--- config.mk ---
export PLATFORM = sky130hd
export DESIGN_NAME = minifloat_adder
export DESIGN_NICKNAME = d
export VERILOG_FILES = /design/src/rtl/mf_pkg.sv /design/src/rtl/mf_align.sv /design/src/rtl/mf_combine.sv /design/src/rtl/mf_normalize.sv /design/src/rtl/minifloat_adder.sv
export SDC_FILE = /design/constraint.sdc
export NUM_CORES = 1
export LEC_CHECK = 0
export BUFFER_PORTS_ARGS = -buffer_cell sky130_fd_sc_hd__clkbuf_2
export CORE_UTILIZATION = 46
export DETAILED_ROUTE_END_ITERATION = 8
export PLACE_DENSITY = 0.79
export SETUP_SLACK_MARGIN = 0.02
export SLEW_MARGIN = 20
export SYNTH_ARGS = -nofsm -noshare
export SYNTH_HDL_FRONTEND = slang
export SYNTH_SLANG_ARGS = --single-unit
--- constraint.sdc ---
create_clock -name clk -period 10 [get_ports clk]
set_input_delay 1 -clock clk [delete_from_list [all_inputs] [get_ports clk]]
set_output_delay 1 -clock clk [all_outputs]
set_load 0.02 [all_outputs]
--- src/rtl/mf_pkg.sv ---
package mf_pkg;
  typedef enum logic {RND_TRUNC = 1'b0, RND_HALF_UP = 1'b1} rnd_mode_e;

  // hidden one + fraction + one guard bit
  function automatic int mant_w(input int frac_w);
    return frac_w + 2;
  endfunction
endpackage

--- src/rtl/mf_align.sv ---
module mf_align #(
  parameter int EXP_W  = 4,
  parameter int FRAC_W = 5
) (
  input  logic [EXP_W+FRAC_W:0]          op_a,
  input  logic [EXP_W+FRAC_W:0]          op_b,
  output logic [EXP_W-1:0]               exp_big,
  output logic [mf_pkg::mant_w(FRAC_W)-1:0] mant_big,
  output logic [mf_pkg::mant_w(FRAC_W)-1:0] mant_small,
  output logic                           sign_big,
  output logic                           sign_small
);
  localparam int MW = mf_pkg::mant_w(FRAC_W);
  localparam int W  = 1 + EXP_W + FRAC_W;

  logic [EXP_W-1:0] ea, eb, diff;
  logic [MW-1:0]    ma, mb;
  logic             a_big;

  assign ea = op_a[W-2 -: EXP_W];
  assign eb = op_b[W-2 -: EXP_W];
  // exponent field zero encodes zero: no hidden one
  assign ma = (ea == '0) ? '0 : {1'b1, op_a[FRAC_W-1:0], 1'b0};
  assign mb = (eb == '0) ? '0 : {1'b1, op_b[FRAC_W-1:0], 1'b0};

  assign a_big      = (ea >= eb);
  assign diff       = a_big ? (ea - eb) : (eb - ea);
  assign exp_big    = a_big ? ea : eb;
  assign mant_big   = a_big ? ma : mb;
  assign mant_small = (a_big ? mb : ma) >> diff;
  assign sign_big   = a_big ? op_a[W-1] : op_b[W-1];
  assign sign_small = a_big ? op_b[W-1] : op_a[W-1];
endmodule

--- src/rtl/mf_combine.sv ---
module mf_combine #(
  parameter int MW = 7
) (
  input  logic [MW-1:0] mant_x,
  input  logic [MW-1:0] mant_y,
  input  logic          sign_x,
  input  logic          sign_y,
  output logic [MW:0]   mag,
  output logic          sign_out
);
  localparam int SW = MW + 1;

  logic [SW:0] ext_x, ext_y, vx, vy, tot, absval;

  assign ext_x = {2'b00, mant_x};
  assign ext_y = {2'b00, mant_y};
  assign vx    = sign_x ? (~ext_x + 1'b1) : ext_x;
  assign vy    = sign_y ? (~ext_y + 1'b1) : ext_y;
  assign tot   = vx + vy;
  assign sign_out = tot[SW];
  assign absval   = tot[SW] ? (~tot + 1'b1) : tot;
  assign mag      = absval[SW-1:0];
endmodule

--- src/rtl/mf_normalize.sv ---
module mf_normalize #(
  parameter int EXP_W  = 4,
  parameter int FRAC_W = 5
) (
  input  logic [FRAC_W+2:0]      mag,
  input  logic [EXP_W-1:0]       exp_big,
  input  logic                   sign_in,
  input  logic                   rnd_up,
  output logic [EXP_W+FRAC_W:0]  res
);
  localparam int MW   = mf_pkg::mant_w(FRAC_W);
  localparam int SW   = MW + 1;
  localparam int XW   = EXP_W + 2;
  localparam int LW   = $clog2(SW);
  localparam int EMAX = (1 << EXP_W) - 1;

  logic [LW-1:0]     lead;
  logic [XW-1:0]     shx, ex;
  logic [MW-1:0]     norm;
  logic [FRAC_W-1:0] frac;
  logic [FRAC_W+1:0] rsum;

  always_comb begin
    lead = '0;
    for (int i = 0; i < SW; i++) begin
      if (mag[i]) lead = LW'(i);
    end

    shx = XW'(MW - 1) - XW'(lead);
    if (mag[SW-1]) begin
      norm = mag[SW-1:1];
      ex   = {2'b00, exp_big} + XW'(1);
    end else begin
      norm = mag[MW-1:0] << shx;
      ex   = {2'b00, exp_big} - shx;
    end

    frac = norm[MW-2:1];
    rsum = {1'b0, 1'b1, frac} + (FRAC_W+2)'(1);
    if (rnd_up && norm[0]) begin
      if (rsum[FRAC_W+1]) begin
        frac = '0;
        ex   = ex + XW'(1);
      end else begin
        frac = rsum[FRAC_W-1:0];
      end
    end

    if (mag == '0)
      res = '0;
    else if (!ex[XW-1] && (ex > XW'(EMAX)))
      res = {sign_in, {EXP_W{1'b1}}, {FRAC_W{1'b1}}};
    else if (ex[XW-1] || (ex == '0))
      res = '0;
    else
      res = {sign_in, ex[EXP_W-1:0], frac};
  end
endmodule

--- src/rtl/minifloat_adder.sv ---
module minifloat_adder #(
  parameter int EXP_W  = 4,
  parameter int FRAC_W = 5
) (
  input  logic                  clk,
  input  logic                  rst_n,
  input  logic                  in_valid,
  output logic                  in_ready,
  input  logic [EXP_W+FRAC_W:0] op_a,
  input  logic [EXP_W+FRAC_W:0] op_b,
  input  logic                  round_en,
  output logic                  out_valid,
  input  logic                  out_ready,
  output logic [EXP_W+FRAC_W:0] sum
);
  import mf_pkg::*;
  localparam int MW = mant_w(FRAC_W);
  localparam int W  = 1 + EXP_W + FRAC_W;

  logic [EXP_W-1:0] exp_big;
  logic [MW-1:0]    mant_big, mant_small;
  logic             sign_big, sign_small, sign_sum;
  logic [MW:0]      mag;
  logic [W-1:0]     res;
  rnd_mode_e        mode;

  assign mode = rnd_mode_e'(round_en);

  mf_align #(.EXP_W(EXP_W), .FRAC_W(FRAC_W)) u_align (
    .op_a(op_a), .op_b(op_b), .exp_big(exp_big),
    .mant_big(mant_big), .mant_small(mant_small),
    .sign_big(sign_big), .sign_small(sign_small)
  );

  mf_combine #(.MW(MW)) u_combine (
    .mant_x(mant_big), .mant_y(mant_small),
    .sign_x(sign_big), .sign_y(sign_small),
    .mag(mag), .sign_out(sign_sum)
  );

  mf_normalize #(.EXP_W(EXP_W), .FRAC_W(FRAC_W)) u_norm (
    .mag(mag), .exp_big(exp_big), .sign_in(sign_sum),
    .rnd_up(mode == RND_HALF_UP), .res(res)
  );

  assign in_ready = !out_valid || out_ready;

  always_ff @(posedge clk) begin
    if (!rst_n) begin
      out_valid <= 1'b0;
      sum       <= '0;
    end else if (in_ready) begin
      out_valid <= in_valid;
      if (in_valid) sum <= res;
    end
  end
endmodule

* Word-level counts from Yosys, hierarchy flattened
Cells that the tools add are included.
Word-level totals: logic and storage cells 58, register bits after elaboration 11, input bits 25, output and inout bits 12
Cells by class: multiplexer cells 27, order comparisons 2, bitwise gates (word level) 3, shift operators 2, add/sub/neg operators 11, reduce and logical (&&, ||, !) cells 11
Operators by type and width (count):
- $mux W10 | 3
- $mux W7 | 4
- $mux W6 | 4
- $add A9 B1 Y9 const B | 2
- $mux W9 | 2
- $not A7 Y9 | 2
- $mux W3 | 4
- $mux W5 | 2
- $add A9 B9 Y9 | 1
- $add A8 B1 Y8 const B | 1
- $logic_not A4 Y1 | 2
- $logic_not A8 Y1 | 1
- $mux W4 | 2
- $mux W8 | 1
- $not A8 Y8 | 1
- $sub A4 B4 Y4 | 2
- $add A6 B1 Y7 const B | 1
- $shl A7 B6 Y6 | 1
- $shr A7 B4 Y7 | 1
- $add A6 B1 Y6 const B | 1
- $gt A6 B4 Y1 const B | 1
- $logic_not A6 Y1 | 1
- $sub A4 B6 Y6 | 1
- $add A4 B1 Y5 const B | 1
- other kinds (8) | 14

* Depth between registers and ports, before layout
Gate-level depths: netlist of run 1.
depth in word-level cells 29, gate-level depth with buffers 45, depth with buffers taken out 40

* Hierarchy
From an unflattened synthesis of run 1, not the netlist that was laid out.
Unflattened totals: cell total of the unflattened synthesis 455, area, all modules 3539.6 sq um
Modules (own cells, without submodules):
- mf_normalize | area each 1315.0 sq um, cells an instance 181, instances 1
- mf_combine | area each 905.9 sq um, cells an instance 107, instances 1
- mf_align | area each 869.6 sq um, cells an instance 119, instances 1
- minifloat_adder | area each 449.2 sq um, cells an instance 48, instances 1

* Worst setup path after synthesis of run 1
No wires, ideal clock.
path type in2reg, start point in op_a[5], end point reg sum[2], stages on the path 39, path buffers 4, arrival 9204 ps, data required time 9865 ps, path slack 660 ps, path through inv_1 ha_1 inv_1 fa_1 a21o_1 a21boi_1 buf_2 buf_1 nor3_1 o311ai_0 a21o_1 nor3b_1 and2_1 a21o_1 o21ai_0 a32o_1 ha_1 nand3_1 (+3 left out) and2_1 a22o_1 o31a_1 or2_0 buf_2 inv_1 clkbuf_1 o311ai_0 ha_1 fa_1 and4_1 o41a_1 nor4_4 nand3_1 nor4_2 a21oi_2 o211ai_4 o211ai_1
On the way: cells in the longest elaborated chain, start to end 29, elaborated cells on any way between the ends 51
RTL lines:
- start, declared | RTL line minifloat_adder.sv:9 | input logic [EXP_W+FRAC_W:0] op_a,
- parallel branches: the longest is 28 deep, another holds $add A9 B1 Y9
- $mux W10 * | RTL line mf_normalize.sv:49 | if (mag == '0)
- end signal, assigned | RTL line minifloat_adder.sv:54 | if (in_valid) sum <= res;
- end, declared | RTL line minifloat_adder.sv:14 | output logic [EXP_W+FRAC_W:0] sum
Mark *: on every way between the ends. A chain may end at the register's enable or synchronous reset.

* Worst setup path after layout of run 1
start point in op_b[8], end point reg sum[2]
On the way: cells in the longest elaborated chain, start to end 29, elaborated cells on any way between the ends 51
RTL lines:
- start, declared | RTL line minifloat_adder.sv:10 | input logic [EXP_W+FRAC_W:0] op_b,
- parallel branches: the longest is 28 deep, another holds $add A9 B1 Y9
- $mux W10 * | RTL line mf_normalize.sv:49
Marked as above.

==> flow_summary_export.csv, run 1 <==
group,metric,value,unit
clocking,worstSkewPairLatency,0.24,ns
yosys,ys_seq_elements,11,
worst_setup_path,critical_path.max_stage_delay,0.46,ns
floorplan,rows,32,
worst_setup_path,critPathLaunchType,"input port",
clocking,cts_hold_buf,0,
global_route,grt_pass1_vias,3939,
detailed_routing,top_layer,"met4",
yosys,synthAdderAreaFrac,10.6,%
clocking,cts_sinks,11,
worst_setup_path,crit_slowest_cell,"or3_1",
run_status,status,"finished, final reports clean",
worst_setup_path,cp_max_fo,13,
finish,final_common_cell,"nand2_1",
finish,final_cell_mix,"nand2_1 (55), nor2_1 (40), clkbuf_2 (36)",
detailed_routing,met3WireLength,528,um
sta,slew_headroom,38.3,%
placement,portBuffers,36,
global_route,grt_pass1_wl,18100,um
yosys,ys_seq_area_share,5.77,%
global_route,grt_overflow,0,
floorplan,chipHeight,93.1,um
clocking,cts.path.max_buffers,2,
detailed_routing,wl,10700,um
floorplan,pin_count,37,
sta,maxSlewViolCount,0,
finish,final_layout_size_suffix_gt1_share,20.1,%
sta,rsz0062_at_grt,"no",
detailed_routing,drc,0,
placement,place_hpwl,8440,um
finish,syn_to_final_growth,11.4,%
sta,hold_ws,0.455,ns
detailed_routing,postRouteAntennaNets,0,
detailed_routing,wl_per_cell,15.9,um
placement,gp_congestion,0.985,
sta,fin_crit_sh,94.0,%
yosys,syn_inst,537,
worst_setup_path,cp.required,10.11,ns
sta,setup_tns,0,ns
detailed_routing,drtIter0Drc,254,
global_route,antenna_found_initial,0,
detailed_routing,dr.pass1.iters,5,
sta,hold_violations,0,
finish,fin_nets,629,
yosys,netlist_area,3810,um^2
sta,clock.fmax,106,MHz
sta,tightest_slew,0.914,ns
sta,fin_skew,0.00216,ns
yosys,synth_top_area_share,8.53,%
clocking,htree_levels,1,
detailed_routing,met1_length,4800,um
floorplan,die-area,8660,um^2
yosys,synth_xor_area_share,7.38,%
floorplan,chipWidth,93.1,um
clocking,clk_pin_slew_worst_paths,0.05,ns
hold_path,hp-class,"flip-flop to flip-flop",
worst_setup_path,crit_path_end_kind,"flip-flop",
yosys,synth.distinct_cells,86,
global_route,grt_util_all_layers,24.8,%
clocking,cts_root_buf,"clkbuf_8",
yosys,yosysTopAreaCell,"ha_1",
yosys,synth_compound_area_share,29.3,%
yosys,synth_ff_type,"dfxtp_1",
yosys,yosysWarningCount,0,
yosys,synthMuxAreaShare,8.33,%
floorplan,initial_core_util,48.4,%
yosys,synth_area_leaders,"ha_1 (8.5%), dfxtp_1 (5.8%), xnor2_1 (5.5%)",
finish,fill_cells,730,
yosys,yosys.area_share.simple,32.2,%
worst_setup_path,worst-setup-path-type,"input port to flip-flop",
yosys,synth_top_family_by_area,"simple AND/OR/NAND/NOR gates",
clocking,cts_made_buffers,3,
detailed_routing,vias,4196,
flow_run,cap_violations,0,
detailed_routing,avgViaCountPerCell,6.22,
sta,period_minus_slack,9.40,ns
floorplan,coreArea,7890,um^2
sta,setup_violations,0,
finish,diodes,0,
yosys,synth_edf_count,0,
yosys,async_flop_share,0,%
clocking,tritoncts,"done",
detailed_routing,wl_met2,5320,um
worst_setup_path,cp.arrival,9.51,ns
yosys,syn-num-nets,592,
global_route,grt_max_degree,26,
yosys,avgSynthCellArea,7.10,um^2
## repair_timing
action | CTS | global route
setup buffers | 0 | 1
endpoints found under the setup margin | 0 | 10
resized for setup | 0 | 12
## worst paths after layout
check             from      to  slack (ns)  cells past startpoint
max            op_b[8]  sum[2]        0.60                     36
max reg2reg  out_valid  sum[2]        8.27                      9
min             sum[7]  sum[7]        0.46                      2
min reg2reg     sum[7]  sum[7]        0.46                      2
## sequential cells by signal, summed over array words and instances, names as in the netlist
name and cells:
out_valid 1, sum 10
## logic make-up after synthesis
| logic type | Yosys count |
|---|---|
| flops | 11 |
| mux | 30 |
| xor+xnor | 30 |
| buf+inv | 58 |
| simple gates | 222 |
| compound gates | 156 |
| fa+ha+maj | 30 |
## cell type report
cell class	count	area, um^2	share of cell area [%]
well taps	102	128	3.00
repair buffers	57	338	7.95
inverters	32	120	2.83
flip-flops and latches	11	220	5.18
multi-input cells	469	3400	80.0
clock buffers	4	45.0	1.06
## worst max-delay path: cells and delay by family
kind                       cells  cell delay, ns
xor gates and xnor gates       3            0.63
buffers and inverters          6            0.80
muxes                          2            0.69
and+or+nand+nor                9            2.09
AOI/OAI and AO/OA             11            2.53
adders and majority gates      5            1.77
## Yosys cell counts (9+ instances only)
cell	instances
a21oi_1	33
a31oi_1	14
and2_1	9
and3_1	9
clkbuf_1	13
dfxtp_1	11
ha_1	26
inv_1	32
mux2_2	14
mux2i_1	16
nand2_1	55
nand3_1	15
nor2_1	40
nor2b_1	9
nor3_1	21
o21ai_0	24
o21ai_1	10
xnor2_1	24
## layer usage
metal	up-vias	track usage, %
met4	0	4.10
met3	10	1.95
li1	2095	-
met5	-	0
met1	1944	33.3
met2	147	43.7
## metrics by stage
stage / setup WS [ns] / cell area, um^2 / std cells / utilization, %
floorplan: 0.660 / 3810 / 537 / -
global placement: 0.388 / 4150 / 669 / 52.6
detailed placement: 0.250 / 4150 / 669 / 52.6
CTS: 0.473 / 4190 / 673 / 53.1
global route: 0.0608 / 4250 / 675 / 53.9
finish: 0.597 / 4250 / 675 / 53.9
Power of run 1 is left out: the tool's default activity adds up to more than one toggle a clock period on the data nets, which glitch-free logic cannot reach.
==> inputs of run 2 (changes only) <==
Settings changed: CORE_UTILIZATION 46 to 56, PLACE_DENSITY 0.79 to 0.91.
==> run 2 against run 1 <==
  * First-iteration DRC count grew 60%
  * The run now ends with design-rule violations left
  * Critical path type unchanged
  * Hold slack lost 0.0093 ns
  * Global-route usage grew 4.7 points
  * Sequential share of layout area shrank 0.054 points
  * Register-to-register slack lost 0.32 ns
  * Critical path depth is the same
  * Count of clock-buffer cells in the layout is the same
  * Cell area grew 1.1%
  * Fmax shrank 2.3%
  * Sequential cell count is the same
  * Via count grew 6.4%
==> flow_summary_export.csv, run 2 (synthesis results as in run 1) <==
group,metric,value,unit
clocking,clk_pin_slew_worst_paths,0.05,ns
floorplan,pin_count,37,
worst_setup_path,crit_path_end_kind,"flip-flop",
clocking,cts.path.max_buffers,2,
floorplan,initial_core_util,59.1,%
placement,pre_cts_slack,-0.0641,ns
global_route,antenna_found_initial,0,
detailed_routing,avgViaCountPerCell,6.81,
placement,dp_cells,642,
global_route,grt_pass1_vias,4133,
worst_setup_path,cp_max_fo,16,
sta,tightest_slew,0.972,ns
placement,gp_congestion,0.984,
worst_setup_path,worst-setup-path-type,"input port to flip-flop",
detailed_routing,met3WireLength,838,um
detailed_routing,vias,4463,
finish,final_layout_size_suffix_gt1_share,22.0,%
detailed_routing,wl_met2,5480,um
finish,largest_reg_flops,10,
detailed_routing,drtIter0Drc,407,
floorplan,die-area,7150,um^2
worst_setup_path,critPathLaunchType,"input port",
sta,slew_headroom,34.4,%
finish,fin_nets,634,
detailed_routing,dr.pass1.iters,7,
floorplan,coreArea,6460,um^2
placement,portBuffers,36,
detailed_routing,top_layer,"met4",
sta,setup_violations,0,
finish,syn_to_final_growth,12.6,%
clocking,cts_hold_buf,0,
sta,fin_ws,0.378,ns
detailed_routing,postRouteAntennaNets,0,
worst_setup_path,cp.required,10.08,ns
sta,hold_violations,0,
global_route,grt_util_all_layers,29.5,%
floorplan,chipHeight,84.5,um
placement,place_hpwl,8370,um
clocking,tritoncts,"done",
placement,place_area,4100,um^2
clocking,cts_root_buf,"clkbuf_8",
floorplan,rows,29,
sta,period_minus_slack,9.62,ns
finish,postLayoutCellArea,4300,um^2
global_route,grt_pass1_wl,18100,um
worst_setup_path,critical_path.max_stage_delay,0.55,ns
hold_path,hp-class,"flip-flop to flip-flop",
detailed_routing,wl_per_cell,17.3,um
sta,clock.fmax,104,MHz
clocking,worstSkewPairLatency,0.24,ns
clocking,cts_made_buffers,3,
detailed_routing,wl,11300,um
finish,reg.largest.list,"sum x10, out_valid x1",
floorplan,chipWidth,84.5,um
run_status,status,"complete, but fails checks",
detailed_routing,drc,6,
finish,final_cell_mix,"nand2_1 (55), nor2_1 (39), clkbuf_2 (36)",
sta,hold_ws,0.446,ns
global_route,grt_max_degree,26,
finish,final_cells,655,
run_status,violations,"design-rule violations",
detailed_routing,met1_length,4630,um
clocking,cts_sinks,11,
worst_setup_path,cp.arrival,9.70,ns
sta,fin_skew,0.00118,ns
worst_setup_path,crit_slowest_cell,"fa_2",
sta,maxSlewViolCount,0,
finish,final_common_cell,"nand2_1",
finish,diodes,0,
finish,largest_register,"sum",
global_route,grt_overflow,0,
flow_run,cap_violations,0,
clocking,htree_levels,1,
sta,fin_crit_sh,96.2,%
==> run 2: path summary, 6_finish.rpt <==
kind / start / endpoint / slack [ns] / depth (start not counted)
worst max-delay path: op_b[5] / sum[2] / 0.38 / 36
worst min-delay path: sum[4] / sum[4] / 0.45 / 2
worst max register to register: out_valid / sum[2] / 7.95 / 9
worst min register to register: sum[4] / sum[4] / 0.45 / 2
==> run 2: stage by stage <==
step	setup TNS, ns	util [%]
floorplan	0	-
global placement	0	63.5
detailed placement	-0.167	63.5
CTS	0	64.2
global route	-0.141	66.5
finish	0	66.5
==> run 2: repair_timing <==
item,CTS,global route
endpoints found under the setup margin,0,10
setup buffers,0,9
resized for setup,0,20
==> run 2: routing by layer <==
layer	track usage [%]	vias to the layer above
met5	0	-
met4	10.3	0
met3	3.15	51
met2	51.2	262
met1	37.9	2053
li1	-	2097
==> run 2: area by class of cell <==
cell class	count	area [um^2]
Clock buffer	4	45.0
Fill cell	513	2160
Inverter	32	120
Multi-Input combinational cell	468	3430
Sequential cell	11	220
Tap cell	77	96.3
Timing Repair Buffer	63	383
==> run 2: worst max-delay path: cells and delay by family <==
kind,cells,cell delay [ns]
AO/OA/AOI/OAI,12,2.63
XOR/XNOR,3,0.44
adder cells (fa/ha/maj),6,2.19
buffers and inverters,4,0.39
multiplexers,1,0.25
AND/OR/NAND/NOR,10,2.81
Power of run 2 is left out for the same reason.
